## src/rtl/shbuf_pkg.sv

```systemverilog
`timescale 1ns/1ps
package shbuf_pkg;
  typedef enum logic [2:0] {
    REG_I2C_BASE = 3'd0,
    REG_I2C_CUR  = 3'd1,
    REG_CPU_BASE = 3'd2,
    REG_CPU_CUR  = 3'd3,
    REG_DATA     = 3'd4
  } shbuf_reg_e;
endpackage

```

## src/rtl/shbuf_ptr_pair.sv

```systemverilog
`timescale 1ns/1ps
// Base/current pointer pair with reload, step and wrap.
module shbuf_ptr_pair #(
  parameter int DEPTH          = 32,
  parameter int PTR_W          = 5,
  parameter bit FOLLOW_BASE_WR = 1'b0
) (
  input  logic             clk,
  input  logic             rst_n,
  input  logic             hold_i,
  input  logic             base_we_i,
  input  logic [PTR_W-1:0] base_wdata_i,
  input  logic             reload_i,
  input  logic             step_i,
  output logic [PTR_W-1:0] base_o,
  output logic [PTR_W-1:0] cur_o
);
  localparam logic [PTR_W-1:0] LAST = PTR_W'(DEPTH - 1);

  logic [PTR_W-1:0] base_q, base_d, cur_q, cur_d, cur_inc;
  logic             base_en, cur_en, follow;

  generate
    if (FOLLOW_BASE_WR) begin : g_follow
      assign follow = base_we_i;
    end else begin : g_nofollow
      assign follow = 1'b0;
    end
  endgenerate

  always_comb begin
    cur_inc = (cur_q == LAST) ? '0 : cur_q + 1'b1;
    base_en = base_we_i && !hold_i;
    base_d  = base_wdata_i;
    cur_en  = !hold_i && (follow || reload_i || step_i);
    if (follow)        cur_d = base_wdata_i;
    else if (reload_i) cur_d = base_q;
    else               cur_d = cur_inc;
  end

  always_ff @(posedge clk or negedge rst_n) begin
    if (!rst_n)       base_q <= '0;
    else if (base_en) base_q <= base_d;
  end

  always_ff @(posedge clk or negedge rst_n) begin
    if (!rst_n)      cur_q <= '0;
    else if (cur_en) cur_q <= cur_d;
  end

  assign base_o = base_q;
  assign cur_o  = cur_q;

  p_reload_from_base_r2: assert property (@(posedge clk) disable iff (!rst_n)
    (reload_i && !hold_i && !follow) |=> (cur_q == $past(base_q)));

  p_step_by_one_r3: assert property (@(posedge clk) disable iff (!rst_n)
    (step_i && !reload_i && !follow && !hold_i && cur_q != LAST)
      |=> (cur_q == $past(cur_q) + 1'b1));

  p_wrap_to_zero_r4: assert property (@(posedge clk) disable iff (!rst_n)
    (step_i && !reload_i && !follow && !hold_i && cur_q == LAST) |=> (cur_q == '0));

  p_base_write_follow_r6: assert property (@(posedge clk) disable iff (!rst_n)
    (follow && !hold_i) |=> (cur_q == $past(base_wdata_i) && base_q == $past(base_wdata_i)));

  p_frozen_r9: assert property (@(posedge clk) disable iff (!rst_n)
    hold_i |=> ($stable(cur_q) && $stable(base_q)));
endmodule

```

## src/rtl/shbuf_mem.sv

```systemverilog
`timescale 1ns/1ps
// Byte storage: two write ports (port A has priority), two read ports.
module shbuf_mem #(
  parameter int DEPTH  = 32,
  parameter int PTR_W  = 5,
  parameter int DATA_W = 8
) (
  input  logic              clk,
  input  logic              rst_n,
  input  logic              a_we_i,
  input  logic [PTR_W-1:0]  a_addr_i,
  input  logic [DATA_W-1:0] a_wdata_i,
  input  logic              b_we_i,
  input  logic [PTR_W-1:0]  b_addr_i,
  input  logic [DATA_W-1:0] b_wdata_i,
  input  logic [PTR_W-1:0]  a_raddr_i,
  output logic [DATA_W-1:0] a_rdata_o,
  input  logic [PTR_W-1:0]  b_raddr_i,
  output logic [DATA_W-1:0] b_rdata_o
);
  logic [DATA_W-1:0] mem_q [DEPTH];

  generate
    for (genvar g = 0; g < DEPTH; g++) begin : g_ent
      logic              hit_a, hit_b, ent_en;
      logic [DATA_W-1:0] ent_d;
      always_comb begin
        hit_a  = a_we_i && (a_addr_i == PTR_W'(g));
        hit_b  = b_we_i && (b_addr_i == PTR_W'(g));
        ent_en = hit_a || hit_b;
        ent_d  = hit_a ? a_wdata_i : b_wdata_i;
      end
      always_ff @(posedge clk or negedge rst_n) begin
        if (!rst_n)      mem_q[g] <= '0;
        else if (ent_en) mem_q[g] <= ent_d;
      end
    end
  endgenerate

  assign a_rdata_o = mem_q[a_raddr_i];
  assign b_rdata_o = mem_q[b_raddr_i];

  p_port_a_lands_r5: assert property (@(posedge clk) disable iff (!rst_n)
    a_we_i |=> (mem_q[$past(a_addr_i)] == $past(a_wdata_i)));

  p_port_a_priority_r10: assert property (@(posedge clk) disable iff (!rst_n)
    (a_we_i && b_we_i && a_addr_i == b_addr_i)
      |=> (mem_q[$past(a_addr_i)] == $past(a_wdata_i)));
endmodule

```

## src/rtl/shbuf_regif.sv

```systemverilog
`timescale 1ns/1ps
// CPU register decode and read mux.
module shbuf_regif
  import shbuf_pkg::*;
#(
  parameter int PTR_W  = 5,
  parameter int DATA_W = 8
) (
  input  logic              cpu_wr_i,
  input  logic              cpu_rd_i,
  input  logic [2:0]        cpu_addr_i,
  input  logic [DATA_W-1:0] cpu_wdata_i,
  input  logic [PTR_W-1:0]  i2c_base_i,
  input  logic [PTR_W-1:0]  i2c_cur_i,
  input  logic [PTR_W-1:0]  cpu_base_i,
  input  logic [PTR_W-1:0]  cpu_cur_i,
  input  logic [DATA_W-1:0] buf_rdata_i,
  output logic              i2c_base_we_o,
  output logic              cpu_base_we_o,
  output logic              data_we_o,
  output logic              data_step_o,
  output logic [PTR_W-1:0]  base_wdata_o,
  output logic [DATA_W-1:0] cpu_rdata_o
);
  shbuf_reg_e sel;

  always_comb begin
    sel           = shbuf_reg_e'(cpu_addr_i);
    i2c_base_we_o = cpu_wr_i && (sel == REG_I2C_BASE);
    cpu_base_we_o = cpu_wr_i && (sel == REG_CPU_BASE);
    data_we_o     = cpu_wr_i && (sel == REG_DATA);
    data_step_o   = (cpu_wr_i || cpu_rd_i) && (sel == REG_DATA);
    base_wdata_o  = cpu_wdata_i[PTR_W-1:0];
    case (sel)
      REG_I2C_BASE: cpu_rdata_o = DATA_W'(i2c_base_i);
      REG_I2C_CUR:  cpu_rdata_o = DATA_W'(i2c_cur_i);
      REG_CPU_BASE: cpu_rdata_o = DATA_W'(cpu_base_i);
      REG_CPU_CUR:  cpu_rdata_o = DATA_W'(cpu_cur_i);
      REG_DATA:     cpu_rdata_o = buf_rdata_i;
      default:      cpu_rdata_o = '0;
    endcase
  end
endmodule

```

## src/rtl/shbuf_top.sv

```systemverilog
`timescale 1ns/1ps
module shbuf_top
  import shbuf_pkg::*;
#(
  parameter int DEPTH  = 32,
  parameter int DATA_W = 8
) (
  input  logic              clk,
  input  logic              rst_n,
  input  logic              compat_i,
  input  logic              i2c_start_i,
  input  logic              i2c_byte_done_i,
  input  logic              i2c_byte_rd_i,
  input  logic [DATA_W-1:0] i2c_wdata_i,
  output logic [DATA_W-1:0] i2c_rdata_o,
  input  logic              cpu_wr_i,
  input  logic              cpu_rd_i,
  input  logic [2:0]        cpu_addr_i,
  input  logic [DATA_W-1:0] cpu_wdata_i,
  output logic [DATA_W-1:0] cpu_rdata_o
);
  localparam int PTR_W = $clog2(DEPTH);

  logic [PTR_W-1:0]  i2c_base, i2c_cur, cpu_base, cpu_cur, base_wdata;
  logic              i2c_base_we, cpu_base_we, data_we, data_step, i2c_we;
  logic [DATA_W-1:0] buf_rdata;

  assign i2c_we = i2c_byte_done_i && !i2c_byte_rd_i;

  shbuf_regif #(.PTR_W(PTR_W), .DATA_W(DATA_W)) u_regif (
    .cpu_wr_i      (cpu_wr_i),
    .cpu_rd_i      (cpu_rd_i),
    .cpu_addr_i    (cpu_addr_i),
    .cpu_wdata_i   (cpu_wdata_i),
    .i2c_base_i    (i2c_base),
    .i2c_cur_i     (i2c_cur),
    .cpu_base_i    (cpu_base),
    .cpu_cur_i     (cpu_cur),
    .buf_rdata_i   (buf_rdata),
    .i2c_base_we_o (i2c_base_we),
    .cpu_base_we_o (cpu_base_we),
    .data_we_o     (data_we),
    .data_step_o   (data_step),
    .base_wdata_o  (base_wdata),
    .cpu_rdata_o   (cpu_rdata_o)
  );

  shbuf_ptr_pair #(.DEPTH(DEPTH), .PTR_W(PTR_W), .FOLLOW_BASE_WR(1'b0)) u_i2c_ptr (
    .clk          (clk),
    .rst_n        (rst_n),
    .hold_i       (compat_i),
    .base_we_i    (i2c_base_we),
    .base_wdata_i (base_wdata),
    .reload_i     (i2c_start_i),
    .step_i       (i2c_byte_done_i),
    .base_o       (i2c_base),
    .cur_o        (i2c_cur)
  );

  shbuf_ptr_pair #(.DEPTH(DEPTH), .PTR_W(PTR_W), .FOLLOW_BASE_WR(1'b1)) u_cpu_ptr (
    .clk          (clk),
    .rst_n        (rst_n),
    .hold_i       (compat_i),
    .base_we_i    (cpu_base_we),
    .base_wdata_i (base_wdata),
    .reload_i     (1'b0),
    .step_i       (data_step),
    .base_o       (cpu_base),
    .cur_o        (cpu_cur)
  );

  shbuf_mem #(.DEPTH(DEPTH), .PTR_W(PTR_W), .DATA_W(DATA_W)) u_mem (
    .clk       (clk),
    .rst_n     (rst_n),
    .a_we_i    (i2c_we),
    .a_addr_i  (i2c_cur),
    .a_wdata_i (i2c_wdata_i),
    .b_we_i    (data_we),
    .b_addr_i  (cpu_cur),
    .b_wdata_i (cpu_wdata_i),
    .a_raddr_i (i2c_cur),
    .a_rdata_o (i2c_rdata_o),
    .b_raddr_i (cpu_cur),
    .b_rdata_o (buf_rdata)
  );

  p_i2c_cur_readonly_r8: assert property (@(posedge clk) disable iff (!rst_n)
    (cpu_wr_i && cpu_addr_i == REG_I2C_CUR && !i2c_start_i && !i2c_byte_done_i)
      |=> $stable(i2c_cur));

  p_cpu_cur_readonly_r8: assert property (@(posedge clk) disable iff (!rst_n)
    (cpu_wr_i && cpu_addr_i == REG_CPU_CUR) |=> $stable(cpu_cur));

  p_cpu_data_step_r7: assert property (@(posedge clk) disable iff (!rst_n)
    ((cpu_wr_i || cpu_rd_i) && cpu_addr_i == REG_DATA && !compat_i)
      |=> (cpu_cur == (($past(cpu_cur) == PTR_W'(DEPTH - 1)) ? '0 : $past(cpu_cur) + 1'b1)));
endmodule

```

## config.mk

```make
export PLATFORM = sky130hd
export DESIGN_NAME = shbuf_top
export DESIGN_NICKNAME = d
export VERILOG_FILES = /design/src/rtl/shbuf_pkg.sv /design/src/rtl/shbuf_ptr_pair.sv /design/src/rtl/shbuf_mem.sv /design/src/rtl/shbuf_regif.sv /design/src/rtl/shbuf_top.sv
export SDC_FILE = /design/constraint.sdc
export NUM_CORES = 1
export LEC_CHECK = 0
export BUFFER_PORTS_ARGS = -buffer_cell sky130_fd_sc_hd__buf_2
export CAP_MARGIN = 25
export CORE_AREA = 5 5 231 233
export CTS_CLUSTER_SIZE = 20
export DETAILED_ROUTE_END_ITERATION = 8
export DIE_AREA = 0 0 236 238
export GPL_ROUTABILITY_DRIVEN = 0
export GPL_TIMING_DRIVEN = 0
export SYNTH_ARGS = -nofsm -noshare
export SYNTH_HDL_FRONTEND = slang
export SYNTH_SLANG_ARGS = --single-unit
```

## constraint.sdc

```tcl
create_clock -name clk -period 2.9 [get_ports clk]
set_clock_uncertainty 0.15 [all_clocks]
set_input_delay 0.29 -clock clk [delete_from_list [all_inputs] [get_ports clk]]
set_output_delay 0.29 -clock clk [all_outputs]
set_load 0.02 [all_outputs]
```

==> metrics.cfg <==
[status]
status=finished, violations left
violations=negative setup slack

[power]
internal_power_mw=12.9
pwr-share-clk=0.189
power_density_nw_per_um2=1030
leakagePower_nw=10.1
combPwrFrac=0.492
p_seq_frac=0.319
switching_share=0.415
power.total_mw=22.1
peakVddDrop_uv=816
switching_power_mw=9.17

[timing]
worst_pin_slew_ns=1.20
fmax_mhz=276
hold_viol_final=0
relSlewSlack=0.199
rsz0062_at_grt=true
final.setup.worst_slack_ns=-0.720
setup_viol=16
final_max_slew_viol_count=0
finalCritPeriodShare=1.25
fin_crit_ns=3.62

[critical_path]
crit_buf_inv=5
cp_slowest_stage_delay_ns=0.54
crit_chain=buf_12, buf_16, buf_12, buf_12, mux2_4, a222oi_1, nor4b_4, o32ai_2, buf_4
cp-start-kind=register
critPathTopFamily=buffers and inverters
reg2reg_depth=6
cp_common_cell=buf_12
critical_path_depth=9
cp_slowest_cell=a222oi_1
path_max_fanout=5
cp-end-kind=primary output
crit_arrival_ns=3.18
cp.required_ns=2.46
critPathKind=reg2out

[layout]
fin_nets=1822
diodes=0
layout.cells.non_filler=2485
fillCellCount=4799
fin_area_sq_um=21500
area_growth_pct=22.3
drive_above_1_share=0.243
postLayoutCoreUtil=0.422

[synth]
synth_top_cells_by_area=dfrtp_1, mux2i_1, mux4_2
yosysWarnings=0
yosys.area.top_type=dfrtp_1
synth_common_cells=mux2i_1, dfrtp_1, a21oi_1
netlist_area_sq_um=17600
syn_avg_cell_area_sq_um=10.7
yosys_most_used_dff=dfrtp_1
synth_nets=1675
yosysSeqAreaShare=0.393
yosysTopAreaCellShare=0.393
ys_ff_latch=276
netlist_instances=1636
synth_edf_count=0
synthArstFlopShare=1.00
synth_most_common_cell=mux2i_1
synth_cell_types=53

[die]
core_region_area_sq_um=51000
start_util=0.345
fp.dieH_um=238
fp.dieW_um=236
ios=43
row_count=83
dieArea_sq_um=56200

[drt]
via_per_inst=6.38
vias=15850
drcViolationCount=0
firstDrtPassIters=7
drt-initial-drc-count=2409
wirelength_um=76100
wl_per_cell_um=30.6
detail-route-antenna-nets=0

[grt]
grt_max_degree=103
grt_usage=0.261
overflow=0
grt_pass1_wl_um=109000
antenna_found_initial=0
grt_pass1_vias=15268

[placed_design]
portBuffers=36
dp_hpwl_um=53700
placed_area_sq_um=18700
dp.cells=2357

[flow_run]
drv_cap=0

[clock_network]
cts_root_buf=clkbuf_16
cts_num_sinks=276
clkTransAtPathRegs_ns=0.06
cts_made_buffers=31
clk-insertion-delay-late_ns=0.60
cts_buffer_depth=3
cts_tree=yes
h-tree-depth=1

[worst_hold_path]
hp-class=in2reg
hold_depth=4

[registers in the layout (all words and copies together) (netlist names)]
| register | count |
|---|---|
| u_cpu_ptr.cur_o | 5 |
| u_i2c_ptr.base_o | 5 |
| u_mem.mem_q | 256 |
| u_cpu_ptr.base_o | 5 |
| u_i2c_ptr.cur_o | 5 |
[cell families after synthesis]
logic type,share of synthesized area
adder cells (fa/ha/maj),0.00854
AND/OR/NAND/NOR,0.104
flip-flops,0.393
multiplexers,0.347
buffers and inverters,0.0398
AO/OA/AOI/OAI,0.108
[cell type report]
class	count	area (sq um)	share of cell area
multi-input cells	1192	10600	0.492
inverters	12	45.0	0.00209
clock inverters	14	149	0.00692
flip-flops and latches	276	6910	0.321
repair buffers	122	1140	0.0529
well taps	680	851	0.0396
plain buffers	148	936	0.0435
clock buffers	41	893	0.0415
[placed cells by master, fill, tap and decap left out, drive strengths merged, types with 4 or more instances in the layout]
cell         count
a211oi          10
a21oi          216
a222oi           5
a22o             8
a22oi            4
and2             4
and4b            4
buf            143
clkbuf         155
clkinv          10
dfrtp          276
dlygate4sd3     13
ha              12
inv             13
mux2            39
mux2i          301
mux4           118
nand2           63
nand2b           4
nand3           18
nand3b           4
nand4           24
nor2           214
nor2b            8
nor3            11
nor3b            4
nor4             5
nor4b            6
o21ai           62
o221ai           9
o22ai           10
o32ai            5
[worst reg2reg max path, stage by stage (launching register included)]
cell and delay [ns]:
dfrtp_1 0.37, buf_2 0.23, nor2_1 0.95, nand2_1 0.46
clkbuf_1 0.35, nor2_1 0.15, a21oi_1 0.06
[through the flow]
stage | hold WS [ns] | setup WS, ns | TNS [ns]
after floorplan | -0.156 | 0.182 | 0
after global placement | 0.314 | -3.90 | -1264.24
after detailed placement | 0.193 | -1.35 | -201.53
after CTS | 0.0407 | -0.566 | -7.92
after global routing | 0.102 | -0.660 | -8.98
final | 0.0689 | -0.720 | -9.26
[power by group through the flow]
stage	sequential, mW	clock, mW	combinational, mW
floorplan	6.22	0	5.93
global placement	6.83	0	8.46
detailed placement	6.93	0	8.65
CTS	6.90	4.16	10.2
global route	7.15	4.32	11.2
finish	7.05	4.17	10.9
[repair_timing]
action / in CTS / in global routing
setup endpoints to repair: 240 / 193
endpoints found under the hold margin: 97 / 0
setup buffers: 44 / 23
gates resized for setup: 202 / 57
gates cloned: 1 / 1
pin swaps: 45 / 22
hold buffers: 13 / 0
[layer usage]
| layer | up-vias | GRT usage | wire length [um] |
|---|---|---|---|
| li1 | 6397 | - | - |
| met1 | 7839 | 0.350 | 27900 |
| met2 | 1292 | 0.384 | 32000 |
| met3 | 322 | 0.0802 | 10700 |
| met4 | 0 | 0.132 | 5510 |
| met5 | - | 0 | 0 |
[path summary, 6_finish.rpt]
| check | from | to | slack (ns) |
|---|---|---|---|
| max | u_cpu_ptr.cur_o[0]$_DFFE_PN0P_ | cpu_rdata_o[1] | -0.72 |
| min reg2reg | u_cpu_ptr.base_o[2]$_DFFE_PN0P_ | u_cpu_ptr.base_o[2]$_DFFE_PN0P_ | 0.34 |
| max in group asynchronous | rst_n | u_mem.mem_q[198]$_DFFE_PN0P_ | 1.44 |
| min in group asynchronous | rst_n | u_mem.mem_q[78]$_DFFE_PN0P_ | 0.14 |
| max reg2reg | u_i2c_ptr.cur_o[2]$_DFFE_PN0P_ | u_mem.mem_q[102]$_DFFE_PN0P_ | 0.03 |
| min | i2c_start_i | u_i2c_ptr.cur_o[4]$_DFFE_PN0P_ | 0.07 |
Power figures use the tool's default switching activity.
